===== src/rtl/sem_pkg.sv =====
package sem_pkg;
  typedef enum logic [1:0] {
    SEM_FREE  = 2'd0,
    SEM_LEFT  = 2'd1,
    SEM_RIGHT = 2'd2
  } sem_owner_e;
endpackage


===== src/rtl/sem_port_if.sv =====
module sem_port_if #(
  parameter  int NUM_SEM = 8,
  parameter  int ADDR_W  = 5,
  localparam int IDX_W   = $clog2(NUM_SEM)
) (
  input  logic               clk,
  input  logic               rst_n,
  input  logic               sel,
  input  logic               wr,
  input  logic               rd,
  input  logic [ADDR_W-1:0]  addr,
  input  logic               wbit,
  output logic [NUM_SEM-1:0] req_vec,
  output logic [NUM_SEM-1:0] rel_vec,
  output logic               rd_en,
  output logic [IDX_W-1:0]   rd_idx
);
  logic [IDX_W-1:0] idx;
  logic             wr_en;

  assign idx    = addr[IDX_W-1:0];
  assign wr_en  = sel & wr;
  assign rd_en  = sel & rd;
  assign rd_idx = idx;

  generate
    for (genvar k = 0; k < NUM_SEM; k++) begin : g_dec
      logic hit;
      assign hit        = (idx == IDX_W'(k));
      assign req_vec[k] = wr_en & hit & ~wbit;
      assign rel_vec[k] = wr_en & hit &  wbit;
    end
    if (ADDR_W > IDX_W) begin : g_hi
      logic unused_hi;
      assign unused_hi = ^addr[ADDR_W-1:IDX_W];
    end
  endgenerate

  AST_ONE_TOKEN_HIT: assert property (@(posedge clk) disable iff (!rst_n)
    $onehot0(req_vec | rel_vec));
endmodule


===== src/rtl/sem_cell.sv =====
module sem_cell
  import sem_pkg::*;
(
  input  logic clk,
  input  logic rst_n,
  input  logic l_req,
  input  logic l_rel,
  input  logic r_req,
  input  logic r_rel,
  output logic l_own,
  output logic r_own
);
  sem_owner_e owner_q, owner_d;
  logic       wait_l_q, wait_r_q;
  logic       want_l, want_r;

  // live claim: a new request, or a queued one not withdrawn this cycle
  assign want_l = l_req | (wait_l_q & ~l_rel);
  assign want_r = r_req | (wait_r_q & ~r_rel);

  always_comb begin
    owner_d = owner_q;
    unique case (owner_q)
      SEM_FREE: begin
        if (want_l)      owner_d = SEM_LEFT;
        else if (want_r) owner_d = SEM_RIGHT;
      end
      SEM_LEFT:  if (l_rel) owner_d = want_r ? SEM_RIGHT : SEM_FREE;
      SEM_RIGHT: if (r_rel) owner_d = want_l ? SEM_LEFT  : SEM_FREE;
      default:   owner_d = SEM_FREE;
    endcase
  end

  always_ff @(posedge clk) begin
    if (!rst_n) begin
      owner_q  <= SEM_FREE;
      wait_l_q <= 1'b0;
      wait_r_q <= 1'b0;
    end else begin
      owner_q  <= owner_d;
      wait_l_q <= (owner_d == SEM_RIGHT) & want_l;
      wait_r_q <= (owner_d == SEM_LEFT)  & want_r;
    end
  end

  assign l_own = (owner_q == SEM_LEFT);
  assign r_own = (owner_q == SEM_RIGHT);

  AST_HOLDER_KEPT: assert property (@(posedge clk) disable iff (!rst_n)
    (owner_q == SEM_LEFT && !l_rel) |=> (owner_q == SEM_LEFT));
  AST_HANDOVER: assert property (@(posedge clk) disable iff (!rst_n)
    (owner_q == SEM_LEFT && l_rel && (r_req || (wait_r_q && !r_rel))) |=> (owner_q == SEM_RIGHT));
  AST_FREE_IDLE: assert property (@(posedge clk) disable iff (!rst_n)
    (owner_q == SEM_FREE) |-> (!wait_l_q && !wait_r_q));
  AST_TIE_LEFT: assert property (@(posedge clk) disable iff (!rst_n)
    (owner_q == SEM_FREE && l_req && r_req) |=> (owner_q == SEM_LEFT && wait_r_q));
  AST_CANCEL: assert property (@(posedge clk) disable iff (!rst_n)
    (owner_q == SEM_LEFT && wait_r_q && r_rel && !l_rel) |=> (owner_q == SEM_LEFT && !wait_r_q));
endmodule


===== src/rtl/sem_rd_reg.sv =====
module sem_rd_reg #(
  parameter  int NUM_SEM = 8,
  parameter  int DATA_W  = 9,
  localparam int IDX_W   = $clog2(NUM_SEM)
) (
  input  logic               clk,
  input  logic               rst_n,
  input  logic               rd_en,
  input  logic [IDX_W-1:0]   rd_idx,
  input  logic [NUM_SEM-1:0] own_vec,
  output logic [DATA_W-1:0]  rdata
);
  logic view_bit;

  assign view_bit = ~own_vec[rd_idx];

  always_ff @(posedge clk) begin
    if (!rst_n)     rdata <= '1;
    else if (rd_en) rdata <= {DATA_W{view_bit}};
  end

  AST_RD_HOLD: assert property (@(posedge clk) disable iff (!rst_n)
    !rd_en |=> $stable(rdata));
  AST_RD_FLAT: assert property (@(posedge clk) disable iff (!rst_n)
    (rdata == '0) || (rdata == '1));
endmodule


===== src/rtl/sem_bank.sv =====
module sem_bank #(
  parameter int NUM_SEM = 8,
  parameter int ADDR_W  = 5,
  parameter int DATA_W  = 9
) (
  input  logic              clk,
  input  logic              rst_n,
  input  logic              l_sel,
  input  logic              l_wr,
  input  logic              l_rd,
  input  logic [ADDR_W-1:0] l_addr,
  input  logic              l_wbit,
  output logic [DATA_W-1:0] l_rdata,
  input  logic              r_sel,
  input  logic              r_wr,
  input  logic              r_rd,
  input  logic [ADDR_W-1:0] r_addr,
  input  logic              r_wbit,
  output logic [DATA_W-1:0] r_rdata
);
  localparam int IDX_W = $clog2(NUM_SEM);

  logic [NUM_SEM-1:0] l_req, l_rel, r_req, r_rel;
  logic [NUM_SEM-1:0] l_own, r_own;
  logic               l_rd_en, r_rd_en;
  logic [IDX_W-1:0]   l_idx, r_idx;

  sem_port_if #(.NUM_SEM(NUM_SEM), .ADDR_W(ADDR_W)) u_left_if (
    .clk(clk), .rst_n(rst_n), .sel(l_sel), .wr(l_wr), .rd(l_rd),
    .addr(l_addr), .wbit(l_wbit), .req_vec(l_req), .rel_vec(l_rel),
    .rd_en(l_rd_en), .rd_idx(l_idx));

  sem_port_if #(.NUM_SEM(NUM_SEM), .ADDR_W(ADDR_W)) u_right_if (
    .clk(clk), .rst_n(rst_n), .sel(r_sel), .wr(r_wr), .rd(r_rd),
    .addr(r_addr), .wbit(r_wbit), .req_vec(r_req), .rel_vec(r_rel),
    .rd_en(r_rd_en), .rd_idx(r_idx));

  generate
    for (genvar k = 0; k < NUM_SEM; k++) begin : g_cell
      sem_cell u_cell (
        .clk(clk), .rst_n(rst_n),
        .l_req(l_req[k]), .l_rel(l_rel[k]),
        .r_req(r_req[k]), .r_rel(r_rel[k]),
        .l_own(l_own[k]), .r_own(r_own[k]));
    end
  endgenerate

  sem_rd_reg #(.NUM_SEM(NUM_SEM), .DATA_W(DATA_W)) u_left_rd (
    .clk(clk), .rst_n(rst_n), .rd_en(l_rd_en), .rd_idx(l_idx),
    .own_vec(l_own), .rdata(l_rdata));

  sem_rd_reg #(.NUM_SEM(NUM_SEM), .DATA_W(DATA_W)) u_right_rd (
    .clk(clk), .rst_n(rst_n), .rd_en(r_rd_en), .rd_idx(r_idx),
    .own_vec(r_own), .rdata(r_rdata));

  AST_SINGLE_OWNER: assert property (@(posedge clk) disable iff (!rst_n)
    (l_own & r_own) == '0);
endmodule


===== config.mk =====
export PLATFORM = sky130hd
export DESIGN_NAME = sem_bank
export DESIGN_NICKNAME = d
export VERILOG_FILES = /design/src/rtl/sem_pkg.sv /design/src/rtl/sem_port_if.sv /design/src/rtl/sem_cell.sv /design/src/rtl/sem_rd_reg.sv /design/src/rtl/sem_bank.sv
export SDC_FILE = /design/constraint.sdc
export NUM_CORES = 1
export LEC_CHECK = 0
export ABC_AREA = 1
export BUFFER_PORTS_ARGS = -buffer_cell sky130_fd_sc_hd__buf_2
export CAP_MARGIN = 0
export CORE_ASPECT_RATIO = 0.75
export CORE_MARGIN = 2
export CORE_UTILIZATION = 56
export DETAILED_ROUTE_END_ITERATION = 8
export PLACE_DENSITY = 0.79
export SLEW_MARGIN = 40
export SYNTH_ARGS = -nofsm -noshare
export SYNTH_HDL_FRONTEND = slang
export SYNTH_SLANG_ARGS = --single-unit

===== constraint.sdc =====
create_clock -name clk -period 1.1 [get_ports clk]
set_input_delay 0.11 -clock clk [delete_from_list [all_inputs] [get_ports clk]]
set_output_delay 0.11 -clock clk [all_outputs]
set_load 0.01 [all_outputs]

# Word level (Yosys, flattened, before mapping)
# Index checks and enable logic that the tools add are counted.
# totals
input_bits	20
output_inout_bits	18
ff_bits	34
elab_cells	264
# classes
muxes	60
order_cmp	2
bitwise	120
n_reduce_logical	10
eq_ne	46
# ops
cell	n
1-bit AND	84
2-bit 2-to-1 mux	40
2-bit one-hot mux with 3 select lines	8
2-bit by 1-bit == test with 1-bit output, second input constant	16
2-bit == test, second input constant	16
3-bit == test, second input constant	8
1-bit inverter	20
2-bit logical NOT	8
1-bit bitwise OR	16
3-bit by 2-bit == test with 1-bit output, second input constant	4
1-bit 2-to-1 mux	10
3-bit by 4-bit < comparator with 1-bit output, second input constant	2
1-bit binary-select mux with 3-bit select	2
3-bit by 1-bit == test with 1-bit output, second input constant	2
3-bit logical NOT	2

# Longest topological paths before layout
# logic_depth
ltp_word	11
depth_mapped	11
ltp_nobuf	11

# Modules after synthesis
# From an unflattened synthesis, not the netlist that was laid out.
# unflattened
hier_cells	440
area_unflattened_um2	2457.4
# modules_own_cells
mod	area_each_um2	seq_area_each_um2	n_inst	cells_per_inst
sem_cell	214.0	80.1	8	37
sem_port_if	196.4	0.0	2	42
sem_rd_reg	176.4	20.0	2	30

# Worst setup path after synthesis
# No wires, ideal clock.
# synth_timing
kind	input to register
from	in l_wbit
to	reg g_cell[0].u_cell.wait_l_q
required_ps	1035
slack_ps	103
cell_stages	8
n_path_buf	2
setup_time_ps	65
arrival_ps	932
cell_sequence	buf_2 > buf_2 > nand3_1 > nor2_1 > nand2_1 > o21ai_0 > nand2_1 > nor2_1
# synth_between
elab_chain_cells	9
word_cells_on_any_way	13
classes_between	eq/ne (1); mux (5); bitwise (7)
# synth_rtl
item	line	text
from (decl)	sem_bank.sv:12	input logic l_wbit,
1-bit AND	sem_port_if.sv:31	assign rel_vec[k] = wr_en & hit & wbit;
1-bit inverter	sem_cell.sv:18	assign want_l = l_req | (wait_l_q & ~l_rel);
1-bit AND	sem_cell.sv:18	
1-bit bitwise OR	sem_cell.sv:18	
1-bit 2-to-1 mux	sem_cell.sv:29	SEM_RIGHT: if (r_rel) owner_d = want_l ? SEM_LEFT : SEM_FREE;
2-bit 2-to-1 mux	sem_cell.sv:29	
2-bit one-hot mux with 3 select lines	sem_cell.sv:23	unique case (owner_q)
2-bit == test	sem_cell.sv:41	wait_l_q <= (owner_d == SEM_RIGHT) & want_l;
1-bit AND *	sem_cell.sv:41	
to (signal assigned)	sem_cell.sv:41	
to (decl)	sem_cell.sv:14	logic wait_l_q, wait_r_q;
# Every way passes the cells marked *; elsewhere a longest branch is shown, timed or not.
# A chain may end at the register's enable or synchronous reset.

# Worst setup path in the final report
# layout_timing
from	reg g_cell[1].u_cell.owner_q[0]
to	reg g_cell[1].u_cell.wait_l_q
# layout_between
elab_chain_cells	5
word_cells_on_any_way	10
classes_between	eq/ne (3); mux (5); bitwise (1); reduce/logical (1)
# layout_rtl
item	line	text
from (decl)	sem_cell.sv:13	sem_owner_e owner_q, owner_d;
from (signal assigned)	sem_cell.sv:40	owner_q <= owner_d;
2-bit 2-to-1 mux	sem_cell.sv:26	else if (want_r) owner_d = SEM_RIGHT;
2-bit 2-to-1 mux	sem_cell.sv:25	if (want_l) owner_d = SEM_LEFT;
2-bit one-hot mux with 3 select lines *	sem_cell.sv:23	
2-bit == test *	sem_cell.sv:41	
1-bit AND *	sem_cell.sv:41	
to (signal assigned)	sem_cell.sv:41	
to (decl)	sem_cell.sv:14	
# Marks and branches as above.

==> summary.txt <==
main combinational cell family by area after synthesis = simple AND/OR/NAND/NOR gates
num rows = 20
minimum clock period = 1.13 ns
number of failing setup endpoints in the final timing report = 1
number of buffers added by the clock tree synthesis step = 5
type of element capturing the critical path = flip-flop
kind of cell adding the most delay to the critical path = simple AND/OR/NAND/NOR gates
detailed-route vias per instance = 4.96
Synth Area in XOR/XNOR = 0
run status = finished, violations left
clock buffer depth = 2
core area = 4000 um^2
drt first-iter violations = 166
portion of netlist area occupied by mux cells = 0
number of inserted diodes = 0
total of warnings raised by yosys = 0
violations in the final reports = negative setup slack
data required time at the worst endpoint = 1.33 ns
startpoint type of the worst setup path = flip-flop
number of buffer and inverter stages on the critical path = 2
effective utilization at floorplan = 0.573
maximum net fanout on the critical path = 2
type of the worst min-delay path = input port to flip-flop
share of final-layout standard cells stronger than drive strength 1 = 0.262
synthesized cell area = 2290 um^2
total number of vias = 2452
number of library cell types mapped by synthesis = 21
share of the clock period used by the worst path after layout = 1.03
Synth-to-Final Area Change = 21.1%
detailed placer's ending HPWL = 4.08 mm
number of DRC violations after detailed routing = 0
start point of the critical path = g_cell[1].u_cell.owner_q[0]
setup slack after layout = -0.0307 ns
Antenna Violating Nets Remaining = 0
flip-flop and latch count after synthesis = 34
post-synthesis share of cell area spent on full adders, half adders and majority gates = 0
number of top-level design ports = 38
synthesized instance count = 393
hold-critical path depth = 3
power per cell area = 929 nW/um^2
reported leakage power = 1.27 nW
start point of the worst hold path = rst_n
Chip Width = 77.9 um
number of buffers added on ports = 33
clock latency reported for the late side of the worst-skew pair = 0.29 ns
Worst Setup Path Type = flip-flop to flip-flop
total iterations of the first detailed-routing run = 5
worst flop-to-flop path startpoint = g_cell[1].u_cell.owner_q[0]
final hold viol count = 0
height of the chip = 59.4 um
RSZ-0062 raised after global routing = true
ordered list of cells on the worst path = inv_2 -> buf_6 -> nor2_4 -> nand4_1 -> nor2_1 -> nor2_1 -> nand2_1 -> nand2_1 -> nor2_1
total number of cells along the worst setup path = 9
post-layout instance area = 2780 um^2
Syn Area/Cell = 5.84 um^2
clock tree from TritonCTS = yes
post-route total power = 2.58 mW
most used cells in the layout excluding fill and tap cells = 133 x sky130_fd_sc_hd__nand2_1, 64 x sky130_fd_sc_hd__nor2_1, 43 x sky130_fd_sc_hd__inv_1
relative contribution of sequential cells to total power = 0.487
H-Tree Level Count = 2
number of global-route vias before repair = 2088
antenna violations before repair = 0
Final Slew Violations = 0
timing-limited maximum frequency = 884 MHz
cell at the slowest stage of the critical path = sky130_fd_sc_hd__dfxtp_2
basic-gate share of the synthesized area counting and, or, nand and nor cells = 0.465
worst slew pin tran = 0.366 ns
Worst-path clk slew = 0.07 ns
GR Overflow Total = 0
critical path data arrival time = 1.36 ns
switching share of power = 0.273
sequential-to-total area share from yosys stat = 0.297
Worst VDD drop = 647 uV
sink count of the clock tree = 34
maximum number of pins on one net before global-route repair = 33
number of nets in the synthesized netlist = 413
GRT Util Overall = 0.246
commonest non-fill, non-tap cell in the layout = sky130_fd_sc_hd__nand2_1
average wire per standard cell = 11.3 um
worst clock skew on the final layout = 0.00464 ns
Area after DPL = 2600 um^2
clock tree root driver cell = sky130_fd_sc_hd__clkbuf_8
combinational group share of total power = 0.159
number of max-cap violations = 0
final WL = 5.57 mm
filler cell count = 353
total internal power = 1.88 mW
overall die area = 4630 um^2
final weighted congestion of routability-driven global placement = 0.977
compound-gate portion of the synthesized area = 0.0971
final layout net count = 460
global-route wire length before repair = 8.91 mm
switching power total = 705 uW
most common cell type on the critical path = sky130_fd_sc_hd__nor2_1
logic depth of the worst register-to-register path = 9
delay of the slowest cell on the worst path = 0.34 ns
relative contribution of the clock network to total power = 0.354
Max-Slew Margin vs Limit = 0.756
-- metrics by stage --
step                      setup WS (ns)  utilization  hold WS, ns  setup TNS, ns  cells
after floorplan                   0.103            -        0.246              0    393
after global placement           -0.115        0.650        0.389          -1.52    487
after detailed placement         -0.155        0.650        0.392          -2.28    487
after CTS                      -0.00567        0.672       0.0909       -0.00961    493
after global routing             -0.130        0.694        0.126         -0.448    494
final                           -0.0307        0.694       0.0956        -0.0307    494
-- state kept, by name (all words and copies together), names as in the netlist --
| signal | count |
|---|---|
| g_cell.u_cell.owner_q | 16 |
| g_cell.u_cell.wait_l_q | 8 |
| g_cell.u_cell.wait_r_q | 8 |
| u_left_rd.rdata | 1 |
| u_right_rd.rdata | 1 |
-- routing by layer --
metal | global-route usage | wire [um] | vias up | share of wire
li1 | - | - | 1290 | -
met1 | 0.313 | 2630 | 1077 | 0.47
met2 | 0.410 | 2480 | 75 | 0.45
met3 | 0.0549 | 375 | 10 | 0.067
met4 | 0.103 | 85 | 0 | 0.015
met5 | 0 | 0 | - | 0
-- area by class of cell --
type                    instances  area [um^2]  area share
repair buffers                 62          403       0.145
clock buffers                   6         82.6      0.0297
multi-input cells             290         1350       0.484
flip-flops and latches         34          703       0.253
inverters                      47          176      0.0635
well taps                      55         68.8      0.0248
-- cell families (layout without fill, tap and decap cells) --
group | Yosys count | after routing
and+or+nand+nor | 251 | 251
buffers and inverters | 69 | 115
AOI/OAI and AO/OA | 39 | 39
DFF | 34 | 34
-- power by group through the flow --
stage / Clock, mW / Sequential (mW) / Combinational, mW
floorplan: 0 / 1.29 / 0.256
global placement: 0 / 1.29 / 0.386
detailed placement: 0 / 1.29 / 0.391
CTS: 0.934 / 1.26 / 0.393
global route: 0.967 / 1.26 / 0.451
finish: 0.914 / 1.26 / 0.410
-- worst min-delay path: cells and delay by family --
kind | cells | cell delay (ns)
AND/OR/NAND/NOR | 1 | 0.10
buffers and inverters | 2 | 0.15
-- synth_stat cells --
| master | instances | area (um^2) |
|---|---|---|
| sky130_fd_sc_hd__a21boi_1 | 1 | 7.51 |
| sky130_fd_sc_hd__a21oi_1 | 7 | 35.0 |
| sky130_fd_sc_hd__buf_2 | 2 | 10.0 |
| sky130_fd_sc_hd__buf_4 | 17 | 128 |
| sky130_fd_sc_hd__clkbuf_1 | 3 | 11.3 |
| sky130_fd_sc_hd__dfxtp_1 | 34 | 681 |
| sky130_fd_sc_hd__inv_1 | 47 | 176 |
| sky130_fd_sc_hd__nand2_1 | 138 | 518 |
| sky130_fd_sc_hd__nand2_2 | 1 | 6.26 |
| sky130_fd_sc_hd__nand3_1 | 25 | 125 |
| sky130_fd_sc_hd__nand3_4 | 2 | 35.0 |
| sky130_fd_sc_hd__nand3b_1 | 1 | 7.51 |
| sky130_fd_sc_hd__nand4_1 | 4 | 25.0 |
| sky130_fd_sc_hd__nor2_1 | 72 | 270 |
| sky130_fd_sc_hd__nor2_2 | 1 | 6.26 |
| sky130_fd_sc_hd__nor2_4 | 6 | 67.6 |
| sky130_fd_sc_hd__nor3_1 | 1 | 5.00 |
| sky130_fd_sc_hd__o211ai_1 | 1 | 7.51 |
| sky130_fd_sc_hd__o21ai_0 | 18 | 90.1 |
| sky130_fd_sc_hd__o21ai_1 | 6 | 30.0 |
| sky130_fd_sc_hd__o21ai_2 | 6 | 52.6 |
-- worst paths after layout --
kind,endpoint,slack (ns)
worst max register to register,g_cell[1].u_cell.wait_l_q,-0.03
worst max-delay path,g_cell[1].u_cell.wait_l_q,-0.03
worst min-delay path,g_cell[5].u_cell.owner_q[0],0.1
worst min register to register,g_cell[0].u_cell.wait_l_q,0.56
-- repair_timing --
| item | CTS | global route |
|---|---|---|
| hold buffers | 0 | 0 |
| pin swaps | 1 | 10 |
| gates resized for setup | 6 | 38 |
| endpoints found under the setup margin | 3 | 13 |
| buffers inserted | 0 | 1 |
Power figures use the tool's default switching activity.
